<file path="config.mk">
export PLATFORM = sky130hd
export DESIGN_NAME = scwr_warm_reset
export DESIGN_NICKNAME = d
export VERILOG_FILES = /design/src/rtl/scwr_pkg.sv /design/src/rtl/scwr_datapath.sv /design/src/rtl/scwr_control.sv /design/src/rtl/scwr_warm_reset.sv
export SDC_FILE = /design/constraint.sdc
export NUM_CORES = 1
export LEC_CHECK = 0
export BUFFER_PORTS_ARGS = -buffer_cell sky130_fd_sc_hd__buf_2
export CELL_PAD_IN_SITES_DETAIL_PLACEMENT = 1
export CELL_PAD_IN_SITES_GLOBAL_PLACEMENT = 1
export CORE_MARGIN = 1.5
export CORE_UTILIZATION = 40
export CTS_CLUSTER_SIZE = 24
export DETAILED_ROUTE_END_ITERATION = 6
export GPL_TIMING_DRIVEN = 0
export PLACE_DENSITY_LB_ADDON = 0.1
export SKIP_CTS_REPAIR_TIMING = 1
export SYNTH_ARGS = -nofsm -noshare
export SYNTH_HDL_FRONTEND = slang
export SYNTH_SLANG_ARGS = --single-unit
export TNS_END_PERCENT = 1
</file>
<file path="constraint.sdc">
create_clock -name clk -period 2.57 [get_ports clk]
set_input_delay 0.514 -clock clk [delete_from_list [all_inputs] [get_ports clk]]
set_output_delay 0.514 -clock clk [all_outputs]
set_load 0.02 [all_outputs]
</file>
<file path="src/rtl/scwr_pkg.sv">
package scwr_pkg;

  typedef enum logic [1:0] {
    ST_IDLE   = 2'd0,
    ST_RSTLOW = 2'd1,
    ST_ATR    = 2'd2
  } seqState_t;

  // control -> datapath
  typedef struct packed {
    logic cntClr;
    logic rstDriveLow;
    logic rstDriveHigh;
    logic setEarly;
    logic setMute;
  } seqStrobe_t;

  // datapath -> control
  typedef struct packed {
    logic ioFall;
    logic blankOver;
    logic rstLowDone;
    logic beforeEarly;
    logic muteReached;
  } seqCond_t;

endpackage

</file>
<file path="src/rtl/scwr_datapath.sv">
module scwr_datapath
  import scwr_pkg::*;
#(
  parameter int unsigned BLANK_CYCLES   = 200,
  parameter int unsigned RST_LOW_CYCLES = 42100,
  parameter int unsigned TH_W           = 16,
  parameter int unsigned SYNC_STAGES    = 2
) (
  input  logic             clk,
  input  logic             rstN,
  input  logic             ioIn,
  input  logic             statusClr,
  input  logic [TH_W-1:0]  earlyLim,
  input  logic [TH_W-1:0]  muteLim,
  input  seqStrobe_t       strobe,
  output seqCond_t         cond,
  output logic             cardRst,
  output logic             earlyFlag,
  output logic             muteFlag
);
  localparam int unsigned RL_W  = $clog2(RST_LOW_CYCLES + 1);
  localparam int unsigned CNT_W = (RL_W > TH_W) ? RL_W : TH_W;

  logic [SYNC_STAGES-1:0] syncQ;
  logic                   ioPrev;
  logic [CNT_W-1:0]       cnt;

  // IO synchronizer, idle level high
  generate
    if (SYNC_STAGES == 1) begin : g_sync1
      always_ff @(posedge clk or negedge rstN)
        if (!rstN) syncQ <= '1;
        else       syncQ <= ioIn;
    end else begin : g_syncN
      always_ff @(posedge clk or negedge rstN)
        if (!rstN) syncQ <= '1;
        else       syncQ <= {syncQ[SYNC_STAGES-2:0], ioIn};
    end
  endgenerate

  always_ff @(posedge clk or negedge rstN)
    if (!rstN) ioPrev <= 1'b1;
    else       ioPrev <= syncQ[SYNC_STAGES-1];

  always_ff @(posedge clk or negedge rstN)
    if (!rstN)              cnt <= '0;
    else if (strobe.cntClr) cnt <= '0;
    else                    cnt <= cnt + 1'b1;

  always_ff @(posedge clk or negedge rstN)
    if (!rstN)                    cardRst <= 1'b1;
    else if (strobe.rstDriveLow)  cardRst <= 1'b0;
    else if (strobe.rstDriveHigh) cardRst <= 1'b1;

  always_ff @(posedge clk or negedge rstN)
    if (!rstN)                earlyFlag <= 1'b0;
    else if (strobe.setEarly) earlyFlag <= 1'b1;
    else if (statusClr)       earlyFlag <= 1'b0;

  always_ff @(posedge clk or negedge rstN)
    if (!rstN)               muteFlag <= 1'b0;
    else if (strobe.setMute) muteFlag <= 1'b1;
    else if (statusClr)      muteFlag <= 1'b0;

  always_comb begin
    cond.ioFall      = ioPrev & ~syncQ[SYNC_STAGES-1];
    cond.blankOver   = cnt >= CNT_W'(BLANK_CYCLES);
    cond.rstLowDone  = cnt == CNT_W'(RST_LOW_CYCLES - 1);
    cond.beforeEarly = cnt <  CNT_W'(earlyLim);
    cond.muteReached = cnt == CNT_W'(muteLim);
  end

endmodule

</file>
<file path="src/rtl/scwr_control.sv">
module scwr_control
  import scwr_pkg::*;
(
  input  logic       clk,
  input  logic       rstN,
  input  logic       warmReq,
  input  logic       ifActive,
  input  seqCond_t   cond,
  output seqStrobe_t strobe,
  output logic       busy
);
  seqState_t state, nextState;
  logic      decided, nextDecided;

  always_ff @(posedge clk or negedge rstN)
    if (!rstN) begin
      state   <= ST_IDLE;
      decided <= 1'b0;
    end else begin
      state   <= nextState;
      decided <= nextDecided;
    end

  always_comb begin
    strobe      = '0;
    nextState   = state;
    nextDecided = decided;
    unique case (state)
      ST_IDLE: begin
        strobe.cntClr = 1'b1;
        if (warmReq && ifActive) begin
          strobe.rstDriveLow = 1'b1;
          nextDecided        = 1'b0;
          nextState          = ST_RSTLOW;
        end
      end
      ST_RSTLOW: begin
        if (!decided && cond.ioFall && cond.blankOver) begin
          strobe.setEarly = 1'b1;
          strobe.setMute  = 1'b1;
          nextDecided     = 1'b1;
        end
        if (cond.rstLowDone) begin
          strobe.rstDriveHigh = 1'b1;
          strobe.cntClr       = 1'b1;
          nextState           = nextDecided ? ST_IDLE : ST_ATR;
        end
      end
      ST_ATR: begin
        if (cond.muteReached) begin
          strobe.setMute = 1'b1;
          strobe.cntClr  = 1'b1;
          nextState      = ST_IDLE;
        end else if (cond.ioFall) begin
          strobe.setEarly = cond.beforeEarly;
          strobe.cntClr   = 1'b1;
          nextState       = ST_IDLE;
        end
      end
      default: nextState = ST_IDLE;
    endcase
  end

  assign busy = (state != ST_IDLE);

endmodule

</file>
<file path="src/rtl/scwr_warm_reset.sv">
module scwr_warm_reset
  import scwr_pkg::*;
#(
  parameter int unsigned BLANK_CYCLES   = 200,
  parameter int unsigned RST_LOW_CYCLES = 42100,
  parameter int unsigned BYTE_W         = 8,
  parameter int unsigned SYNC_STAGES    = 2
) (
  input  logic              clk,
  input  logic              rstN,
  input  logic              ifActive,
  input  logic              warmReq,
  input  logic [BYTE_W-1:0] earlyHi,
  input  logic [BYTE_W-1:0] earlyLo,
  input  logic [BYTE_W-1:0] muteHi,
  input  logic [BYTE_W-1:0] muteLo,
  input  logic              ioIn,
  input  logic              statusClr,
  output logic              cardRst,
  output logic              busy,
  output logic [7:0]        statusByte,
  output logic              intN
);
  localparam int unsigned TH_W      = 2 * BYTE_W;
  localparam int unsigned EARLY_BIT = 6;
  localparam int unsigned MUTE_BIT  = 5;

  seqStrobe_t strobe;
  seqCond_t   cond;
  logic       earlyFlag, muteFlag;

  scwr_control u_ctrl (
    .clk      (clk),
    .rstN     (rstN),
    .warmReq  (warmReq),
    .ifActive (ifActive),
    .cond     (cond),
    .strobe   (strobe),
    .busy     (busy)
  );

  scwr_datapath #(
    .BLANK_CYCLES   (BLANK_CYCLES),
    .RST_LOW_CYCLES (RST_LOW_CYCLES),
    .TH_W           (TH_W),
    .SYNC_STAGES    (SYNC_STAGES)
  ) u_dp (
    .clk       (clk),
    .rstN      (rstN),
    .ioIn      (ioIn),
    .statusClr (statusClr),
    .earlyLim  ({earlyHi, earlyLo}),
    .muteLim   ({muteHi, muteLo}),
    .strobe    (strobe),
    .cond      (cond),
    .cardRst   (cardRst),
    .earlyFlag (earlyFlag),
    .muteFlag  (muteFlag)
  );

  always_comb begin
    statusByte            = '0;
    statusByte[EARLY_BIT] = earlyFlag;
    statusByte[MUTE_BIT]  = muteFlag;
  end

  assign intN = ~(earlyFlag | muteFlag);

endmodule

</file>
==> metrics.md <==
| Metric | Value |
|---|---|
| Slew Limit Headroom | `0.6154` |
| R2R Setup Slk | `0.18 ns` |
| GRT Overall Usage | `0.1888` |
| Post-synthesis cell area | `1933 um2` |
| CP max-delay cell | `nor4_1` |
| Critical path arrival | `2.54 ns` |
| R2r startpoint | `u_dp.cnt[3]$_DFF_PN0_` |
| Via/cell ratio | `5.169` |
| DRT antenna net count | `0` |
| Cts bufs inserted | `3` |
| Mux contribution to synthesized area | `0.005178` |
| Row Count | `25` |
| Cell variety after synth | `39` |
| Area share of xor/xnor cells in the synthesized design | `0.1359` |
| PortBufs | `42` |
| Clk sink count | `25` |
| Crit Path Category | `reg2reg` |
| RR Endpoint | `u_dp.cnt[0]$_DFF_PN0_` |
| Seq/Total Area, Yosys | `0.3262` |
| Hpwl dp | `3649 um` |
| Post-Syn Instances | `212` |
| Layout area overhead | `19.09%` |
| Ys async rst share | `1.000` |
| Final worst-path cycle share | `0.9296` |
| Starting Density | `0.4120` |
| Worst-path maximum fanout | `10` |
| Post-synth EDFFs | `0` |
| Nets | `325` |
| CTS Buffer Depth | `2` |
| Maximum Capacitance Violations | `0` |
| Max Clock Freq | `0.4186 GHz` |
| # IOs | `49` |
| Fill count | `568` |
| Main synth FF type | `dfrtp_1` |
| Measured slew at the worst slew-check pin | `0.5769 ns` |
| Number of antenna diodes | `0` |
| Crit path time final | `2.389 ns` |
| Largest net degree at the start of global routing | `26` |
| Worst R2R Path Depth | `8` |
| First-pass GRT wire length | `7741 um` |
| Ys Warns | `0` |
| Setup TNS | `0 ns` |
| Critical Path Max Stage Delay | `0.50 ns` |
| Commonest cells after routing, fill and taps aside | `buf_2, xor2_1, inv_1` |
| Type of origin of the critical path | `flip-flop` |
| Antenna violations before repair | `0` |
| Gpl congestion | `0.8194` |
| Finish-stage setup viols | `0` |
| Commonest non-fill, non-tap cell in the layout | `buf_2` |
| Final WL | `4531 um` |
| Die height | `72.52 um` |
| CP Cell Sequence | `clkbuf_1, xor2_1, nor4_1, nand4_1, buf_4, a211oi_4, buf_6, nor2_1` |
| Power density over the cells | `575.3 nW/um2` |
| Design Power | `1.324 mW` |
| Max Transition Viols Final | `0` |
| VDD IR-drop max | `0.3545 mV` |
| Mean post-synth cell area | `9.118 um2` |
| Status | `complete, no violations` |
| Vias in the first global route | `1654` |
| Router iterations before antenna repair | `4` |
| H-tree lvl count | `1` |
| Core outline area | `4692 um2` |
| Adder-Cell Fraction of Synth Area | `0.1359` |
| Seq cells post-synth | `25` |
| Die ar. | `5259 um2` |
| P_leak | `1.216 nW` |
| Synth Area in Simple Gates | `0.1961` |
| Endpoints failing hold | `0` |
| GR Overflow Total | `0` |
| CP required | `2.72 ns` |
| CTS tree | `done` |
| Clock skew | `0.003494 ns` |
| DR vias | `1649` |
| Compound-Gate Fraction of Synth Area | `0.1068` |
| Clock-pin slew on the worst setup and hold paths | `0.08 ns` |
| Clock latency on the worst-skew pair | `0.26 ns` |
| Setup crit end kind | `flip-flop` |
| Die width | `72.52 um` |
| Largest family of logic cells by synthesized area | `simple AND/OR/NAND/NOR gates` |
| DRC | `0` |
| Share of layout cells above drive strength 1 | `0.2415` |
| HP Class | `in2async` |
| Root Driver | `clkbuf_8` |
| 1st-iter DRT viols | `78` |
| WL/cell | `14.20 um` |
per-stage QoR:
step | setup slack [ns] | hold slack [ns] | std cells | util | area [um2]
finish | 0.1810 | 0.2353 | 319 | 0.4907 | 2302
global route | -0.002850 | 0.2707 | 319 | 0.4907 | 2302
CTS | -0.05518 | 0.2444 | 317 | 0.4848 | 2275
detailed placement | -0.05565 | 0.3507 | 313 | 0.4752 | 2230
global placement | -0.05447 | 0.3462 | 313 | 0.4752 | 2230
floorplan | 0.5230 | 0.2184 | 217 | - | 1952
cells in the mapped netlist (2+ instances only):
library cell / number / area (um2)
a211o_1: 2 / 17.52
a211oi_1: 4 / 30.03
a21o_1: 2 / 15.01
a21oi_1: 9 / 45.04
a31oi_1: 2 / 12.51
and3_1: 2 / 12.51
and4_1: 3 / 26.28
buf_4: 8 / 60.06
clkbuf_1: 4 / 15.01
dfrtp_1: 21 / 525.5
dfstp_2: 4 / 105.1
ha_1: 21 / 262.8
inv_1: 23 / 86.33
nand2_1: 10 / 37.54
nand3_1: 7 / 35.03
nand4_1: 5 / 31.28
nand4b_1: 2 / 17.52
nand4bb_1: 2 / 22.52
nor2_1: 21 / 78.83
nor2b_1: 3 / 18.77
nor3_1: 4 / 20.02
nor4_1: 4 / 25.02
o21ai_0: 3 / 15.01
o221ai_1: 3 / 26.28
xnor2_1: 4 / 35.03
xor2_1: 26 / 227.7
state kept, by name, summed over array words and instances (netlist names):
signal	flops
u_ctrl.decided	1
u_dp.ioPrev	1
u_dp.cnt	16
u_dp.muteFlag	1
u_dp.cardRst	1
u_dp.syncQ	2
u_dp.earlyFlag	1
u_ctrl.state	2
layer usage:
layer	routed length, um	track usage	share of wire	vias up
li1	-	-	-	822
met4	14	0.02516	0.0031	0
met3	172	0.02500	0.038	2
met1	2096	0.2552	0.46	791
met2	2247	0.3303	0.50	34
met5	0	0	0	-
report_power, final:
group,switching (mW),internal (mW)
sequential,0.0473,0.446
clock,0.120,0.111
combinational,0.352,0.249
logic make-up (layout without fill, tap and decap cells):
group                    after synthesis  after routing
AO/OA/AOI/OAI                         29             29
XOR/XNOR                              30             30
adder cells (fa/ha/maj)               21             21
buffers and inverters                 37             85
flip-flops                            25             25
multiplexers                           1              1
other                                  1              6
AND/OR/NAND/NOR                       68             68
worst max-delay path, delay by kind of cell, from the launching register on:
family | cells | cell delay (ns)
AND/OR/NAND/NOR | 3 | 0.69
AO/OA/AOI/OAI | 1 | 0.41
buffers and inverters | 3 | 0.58
flip-flops | 1 | 0.38
XOR/XNOR | 1 | 0.20
worst max-delay path by stage:
stage	startpoint	end	slack, ns	cells past startpoint
4_1_cts	u_dp.cnt[3]$_DFF_PN0_	u_dp.cnt[0]$_DFF_PN0_	-0.06	7
6_report	u_dp.cnt[3]$_DFF_PN0_	u_dp.cnt[0]$_DFF_PN0_	0.18	8
3_3_place_gp	muteLo[1]	u_dp.cnt[0]$_DFF_PN0_	-0.05	7
3_5_place_dp	muteLo[1]	u_dp.cnt[0]$_DFF_PN0_	-0.06	7
2_1_floorplan	u_dp.cnt[8]$_DFF_PN0_	u_dp.cnt[0]$_DFF_PN0_	0.52	7
5_1_grt	u_dp.cnt[3]$_DFF_PN0_	u_dp.cnt[9]$_DFF_PN0_	-0.003	8
area by class of cell:
cell class,count,area [um2],share of cell area
tap,54,67.56,0.02935
multi-input combinational,155,1144,0.4967
inverter,23,86.33,0.03750
clock buffer,4,45.04,0.01957
sequential,25,630.6,0.2739
buffer,14,91.34,0.03967
timing repair buffer,44,237.7,0.1033
(Power assumes the default switching activity.)
